[config.mk]
export PLATFORM = sky130hd
export DESIGN_NAME = edge_divider
export DESIGN_NICKNAME = d
export VERILOG_FILES = /design/src/rtl/edge_div_pkg.sv /design/src/rtl/edge_div_detect.sv /design/src/rtl/edge_div_counter.sv /design/src/rtl/edge_div_outctl.sv /design/src/rtl/edge_divider.sv
export SDC_FILE = /design/constraint.sdc
export NUM_CORES = 1
export LEC_CHECK = 0
export BUFFER_PORTS_ARGS = -buffer_cell sky130_fd_sc_hd__clkbuf_2
export CAP_MARGIN = 20
export CORE_MARGIN = 5
export CORE_UTILIZATION = 58
export DETAILED_ROUTE_END_ITERATION = 10
export GPL_TIMING_DRIVEN = 0
export HOLD_SLACK_MARGIN = 0.1
export PLACE_DENSITY_LB_ADDON = 0.25
export SYNTH_ARGS = -nofsm -noshare
export SYNTH_HDL_FRONTEND = slang
export SYNTH_SLANG_ARGS = --single-unit
[constraint.sdc]
create_clock -name clk -period 5.3 [get_ports clk]
set_input_delay 0.795 -clock clk [delete_from_list [all_inputs] [get_ports clk]]
set_output_delay 0.795 -clock clk [all_outputs]
set_load 0.1 [all_outputs]
[src/rtl/edge_div_pkg.sv]
package edge_div_pkg;

    typedef enum logic [1:0] {
        EDGE_FALL = 2'b00,
        EDGE_RISE = 2'b01,
        EDGE_BOTH = 2'b10,
        EDGE_NONE = 2'b11
    } edge_sel_e;

    typedef struct packed {
        logic rise;
        logic fall;
    } edge_pair_t;

    typedef struct packed {
        logic start_evt;
        logic wrap_evt;
    } div_evt_t;

    localparam int SYNC_STAGES = 2;

    function automatic logic edge_valid(edge_sel_e sel, edge_pair_t e);
        case (sel)
            EDGE_FALL: edge_valid = e.fall;
            EDGE_RISE: edge_valid = e.rise;
            EDGE_BOTH: edge_valid = e.rise | e.fall;
            default:   edge_valid = 1'b0;
        endcase
    endfunction

endpackage

[src/rtl/edge_div_detect.sv]
module edge_div_detect
    import edge_div_pkg::*;
(
    input  logic      clk,
    input  logic      rst,
    input  logic      pin_in,
    input  edge_sel_e sel,
    output logic      hit
);
    logic [SYNC_STAGES-1:0] sync_q;
    logic                   prev_q;
    edge_pair_t             edges;

    generate
        for (genvar i = 0; i < SYNC_STAGES; i++) begin : g_sync
            if (i == 0) begin : g_first
                always_ff @(posedge clk) begin
                    if (rst) sync_q[i] <= 1'b0;
                    else     sync_q[i] <= pin_in;
                end
            end else begin : g_next
                always_ff @(posedge clk) begin
                    if (rst) sync_q[i] <= 1'b0;
                    else     sync_q[i] <= sync_q[i-1];
                end
            end
        end
    endgenerate

    always_ff @(posedge clk) begin
        if (rst) prev_q <= 1'b0;
        else     prev_q <= sync_q[SYNC_STAGES-1];
    end

    always_comb begin
        edges.rise = sync_q[SYNC_STAGES-1] & ~prev_q;
        edges.fall = ~sync_q[SYNC_STAGES-1] & prev_q;
        hit        = edge_valid(sel, edges);
    end
endmodule

[src/rtl/edge_div_counter.sv]
module edge_div_counter
    import edge_div_pkg::*;
#(
    parameter int CNT_W = 16
) (
    input  logic             clk,
    input  logic             rst,
    input  logic             start,
    input  logic             stop,
    input  logic             start_irq,
    input  logic             hit,
    input  logic [CNT_W-1:0] reload,
    output logic             toggle,
    output logic             irq,
    output logic             run
);
    localparam logic [CNT_W-1:0] CNT_ZERO = '0;
    localparam logic [CNT_W-1:0] CNT_ONE  = CNT_W'(1);

    logic [CNT_W-1:0] cnt_q;
    logic             run_q;
    logic             irq_q;
    logic             counting;
    div_evt_t         evt;

    always_comb begin
        counting      = run_q & ~start & ~stop & hit;
        evt.start_evt = start & start_irq;
        evt.wrap_evt  = counting & (cnt_q == CNT_ZERO);
        toggle        = evt.start_evt | evt.wrap_evt;
    end

    always_ff @(posedge clk) begin
        if (rst) begin
            cnt_q <= CNT_ZERO;
            run_q <= 1'b0;
            irq_q <= 1'b0;
        end else begin
            irq_q <= toggle;
            if (start) begin
                run_q <= 1'b1;
                cnt_q <= reload;
            end else if (stop) begin
                run_q <= 1'b0;
            end else if (counting) begin
                if (cnt_q == CNT_ZERO) cnt_q <= reload;
                else                   cnt_q <= cnt_q - CNT_ONE;
            end
        end
    end

    assign irq = irq_q;
    assign run = run_q;
endmodule

[src/rtl/edge_div_outctl.sv]
module edge_div_outctl (
    input  logic clk,
    input  logic rst,
    input  logic out_en,
    input  logic toggle,
    input  logic lvl_wr,
    input  logic lvl_data,
    output logic pin
);
    logic pin_q;

    always_ff @(posedge clk) begin
        if (rst) begin
            pin_q <= 1'b0;
        end else if (out_en) begin
            if (toggle) pin_q <= ~pin_q;
        end else if (lvl_wr) begin
            pin_q <= lvl_data;
        end
    end

    assign pin = pin_q;
endmodule

[src/rtl/edge_divider.sv]
module edge_divider
    import edge_div_pkg::*;
#(
    parameter int CNT_W = 16
) (
    input  logic             clk,
    input  logic             rst,
    input  logic             pin_in,
    input  logic [1:0]       cfg_edge_sel,
    input  logic             cfg_start_irq,
    input  logic             cfg_out_en,
    input  logic             level_wr,
    input  logic             level_data,
    input  logic [CNT_W-1:0] reload_val,
    input  logic             start,
    input  logic             stop,
    output logic             irq,
    output logic             pin_out
);
    logic      hit_w;
    logic      toggle_w;
    logic      run_w;
    edge_sel_e sel_w;

    assign sel_w = edge_sel_e'(cfg_edge_sel);

    edge_div_detect u_det (
        .clk    (clk),
        .rst    (rst),
        .pin_in (pin_in),
        .sel    (sel_w),
        .hit    (hit_w)
    );

    edge_div_counter #(.CNT_W(CNT_W)) u_cnt (
        .clk       (clk),
        .rst       (rst),
        .start     (start),
        .stop      (stop),
        .start_irq (cfg_start_irq),
        .hit       (hit_w),
        .reload    (reload_val),
        .toggle    (toggle_w),
        .irq       (irq),
        .run       (run_w)
    );

    edge_div_outctl u_out (
        .clk      (clk),
        .rst      (rst),
        .out_en   (cfg_out_en),
        .toggle   (toggle_w),
        .lvl_wr   (level_wr),
        .lvl_data (level_data),
        .pin      (pin_out)
    );
endmodule

==> Implementation_results.wiki <==
{| class="wikitable"
! Metric !! Value
|-
| Deepest clock path buffer count || 2
|-
| Flop pwr share || 39.8%
|-
| Avg Inst Size Synth || 7.79 um^2
|-
| End-of-flow core utilization || 71.5%
|-
| Worst EP arrival || 2.51 ns
|-
| Hold slack final || 0.465 ns
|-
| Via count of the first global-routing pass || 1,457
|-
| Family with the most delay on the worst path || simple AND/OR/NAND/NOR gates
|-
| Port Buffer Count || 28
|-
| Later-pin clock latency in the skew report || 0.32 ns
|-
| Synth Flop Type || dfxtp_1
|-
| Relative area change from synthesis to final layout || 15.1%
|-
| Number of antenna violations at the first check in global routing || 0
|-
| Fill cell instance count of the final layout || 197
|-
| Critical path type || reg2reg
|-
| Period utilisation layout || 43.1%
|-
| Total internal power || 0.312 mW
|-
| Die extent in x || 59.2 um
|-
| DRC violation total after the first TritonRoute iteration || 148
|-
| Crit start category || register
|-
| TritonCTS clock tree || yes
|-
| Final weighted congestion of routability-driven global placement || 0.928
|-
| Number of sinks driven by the clock tree || 22
|-
| Post-CTS sizing || 0
|-
| CTS Root Cell || clkbuf_4
|-
| Count of buffer and inverter cells on the critical path || 2
|-
| Count of pins over their slew limit || 0
|-
| Postcts setup bufs || 0
|-
| Die ar. || 3500 um^2
|-
| Setup-failing EPs final || 0
|-
| Wire length of the first global-routing pass || 6210 um
|-
| Die span in y || 59.2 um
|-
| Fraction of final layout cells with drive strength greater than 1 || 21.2%
|-
| Number of distinct library cells after synthesis || 43
|-
| Vias per cell || 6.49
|-
| Total Negative Setup Slacks || 0 ns
|-
| Clk_skew || 0.00733 ns
|-
| Worst-path cell chain || inv_1, ha_1, or3b_2, clkbuf_1, or4_4, nor3_2, a41oi_1, o311a_1
|-
| Net Sw Power || 0.202 mW
|-
| Count of non-filler cells in the finished layout || 240
|-
| Post-synthesis cell count || 180
|-
| Class of the tightest hold or removal check || reg2reg
|-
| Seq cells post-synth || 22
|-
| RSZ-0062 raised after global routing || false
|-
| Aggregate global routing overflow || 0
|-
| Post-DRT Antenna Nets || 0
|-
| Data required time at the worst endpoint || 5.52 ns
|-
| Critical Path Max Stage Delay || 0.49 ns
|-
| Dpl hpwl || 2860 um
|-
| Slew at the pin with the worst max-slew slack || 0.535 ns
|-
| Ys Warns || 0
|-
| Standard cell core area || 2250 um^2
|-
| Number of ports placed on the die boundary || 29
|-
| Tot GR Track Use || 22.8%
|-
| Time the final worst path needs with I/O delays and setup || 2.29 ns
|-
| Outcome || finished clean
|-
| # diodes || 0
|-
| Static leakage || 0.642 nW
|-
| Number of DRC violations after detailed routing || 0
|-
| Kind of end point of the critical path || register
|-
| Starting Density || 62.2%
|-
| Net count reported at finish || 244
|-
| Post-synth ARST share || 0%
|-
| Detailed-route via count || 1,557
|-
| Number of cells after detailed placement || 236
|-
| Register area share after synthesis || 31.4%
|-
| Worst Setup Slack post-DPL || 2.77 ns
|-
| P per Cell Area || 318 nW/um^2
|-
| Total number of placement rows || 17
|-
| Max-cap viol count || 0
|-
| Slowest stage cell, crit path || or4_4
|-
| Hold buffers post-CTS || 0
|-
| Pin count of the biggest net entering global routing || 13
|-
| Netlist Area Pre-Place || 1400 um^2
|-
| Register clock-pin slew on the reported worst setup and hold paths || 0.13 ns
|-
| Routed wire length || 3830 um
|-
| Number of hold-slack violations in the final timing report || 0
|-
| First-pass iteration count of the detailed router || 4
|-
| Combinational cell fraction of total power || 41.8%
|-
| Post-detailed-route wirelength per cell || 16.0 um
|-
| Fmax || 438 MHz
|-
| Clock network fraction of design power || 18.5%
|-
| Switching portion of total power || 39.3%
|-
| Worst slew margin || 64.0%
|-
| TritonCTS buffer count || 3
|-
| Worst-case setup margin in the final layout || 3.01 ns
|-
| Net count after synthesis || 211
|-
| Worst VDD drop || 0.216 mV
|-
| Number of levels the H-tree was split into || 1
|-
| Number of enable-type register cells in the synthesized netlist || 0
|-
| Largest fanout of any net on the critical path || 7
|}
[sequential cells by signal, indices dropped and copies added, names as in the netlist]
| signal | cells |
|---|---|
| u_cnt.cnt_q | 16 |
| u_cnt.irq | 1 |
| u_cnt.run | 1 |
| u_det.prev_q | 1 |
| u_det.sync_q | 2 |
| u_out.pin | 1 |
[cell usage in the layout (no fill, tap or decap), types with 3 or more instances in the layout]
cell type	count
mux2i_1	3
o21ai_0	4
dfxtp_1	22
nor3_1	10
clkbuf_4	3
nor2b_1	6
nor4_1	8
nand3_1	6
buf_2	4
inv_1	15
ha_1	4
a31oi_1	4
o32ai_1	8
a21oi_1	16
nand2_1	10
clkbuf_1	7
o311a_1	3
nor2_1	11
clkbuf_2	28
or3_1	5
[final timing paths]
check / start / end / slack (ns) / cells past startpoint
worst max register to register: u_cnt.cnt_q[0] / u_cnt.cnt_q[14] / 3.01 / 8
worst min register to register: u_det.sync_q[0] / u_det.sync_q[1] / 0.47 / 1
worst min-delay path: u_det.sync_q[0] / u_det.sync_q[1] / 0.47 / 1
worst max-delay path: u_cnt.cnt_q[0] / u_cnt.cnt_q[14] / 3.01 / 8
[layout make-up]
type                    count  area [um^2]  area share [%]
plain buffers              13         53.8            3.34
clock buffers               4         36.3            2.25
inverters                  15         56.3            3.49
multi-input cells         130          851            52.8
flip-flops and latches     22          440            27.3
well taps                  28         35.0            2.17
repair buffers             28          140            8.69
[through the flow]
| step | power [mW] | cell area [um^2] |
|---|---|---|
| finish | 0.513 | 1610 |
| global route | 0.543 | 1610 |
| CTS | 0.507 | 1610 |
| detailed placement | 0.416 | 1580 |
| global placement | 0.406 | 1580 |
| floorplan | 0.363 | 1400 |
[routing by layer]
layer	vias to the layer above	GRT usage [%]	part of all wire, %
met2	96	36.4	47
met1	708	28.6	41
met5	-	0	0
met4	0	13.3	2.0
li1	742	-	-
met3	11	3.70	9.7
[synthesized netlist by cell type (all sizes together), types with 2 or more instances]
cell type,instances,area [um^2]
nand4,2,12.5
nand2,10,37.5
o21ai,5,25.0
nor2b,6,37.5
or4,3,30.0
mux2i,3,30.0
a2111oi,2,17.5
nor2,12,47.6
nor4b,2,17.5
or2,2,12.5
nor4,10,75.1
or3,5,31.3
ha,4,50.1
o21bai,2,15.0
o311a,3,30.0
clkbuf,7,26.3
dfxtp,22,440
o32ai,8,70.1
a221oi,2,17.5
nand3,6,30.0
inv,15,56.3
a21oi,16,80.1
buf,6,27.5
a31oi,4,25.0
nor3,11,60.1
[cells by family (layout without fill, tap and decap cells)]
group / Yosys count / in the layout / synth area share, %
muxes: 3 / 3 / 2.14
adders and majority gates: 4 / 4 / 3.57
DFF: 22 / 22 / 31.4
buffers and inverters: 28 / 60 / 7.86
and+or+nand+nor: 74 / 74 / 30.7
AOI/OAI and AO/OA: 49 / 49 / 24.3
[power by group through the flow]
stage | Clock (mW) | Sequential [mW] | Combinational [mW]
floorplan | 0 | 0.208 | 0.155
global route | 0.101 | 0.207 | 0.235
finish | 0.0948 | 0.204 | 0.214
detailed placement | 0 | 0.207 | 0.209
global placement | 0 | 0.206 | 0.201
CTS | 0.0945 | 0.203 | 0.210
Note: power is estimated with default switching activity, not from simulation.
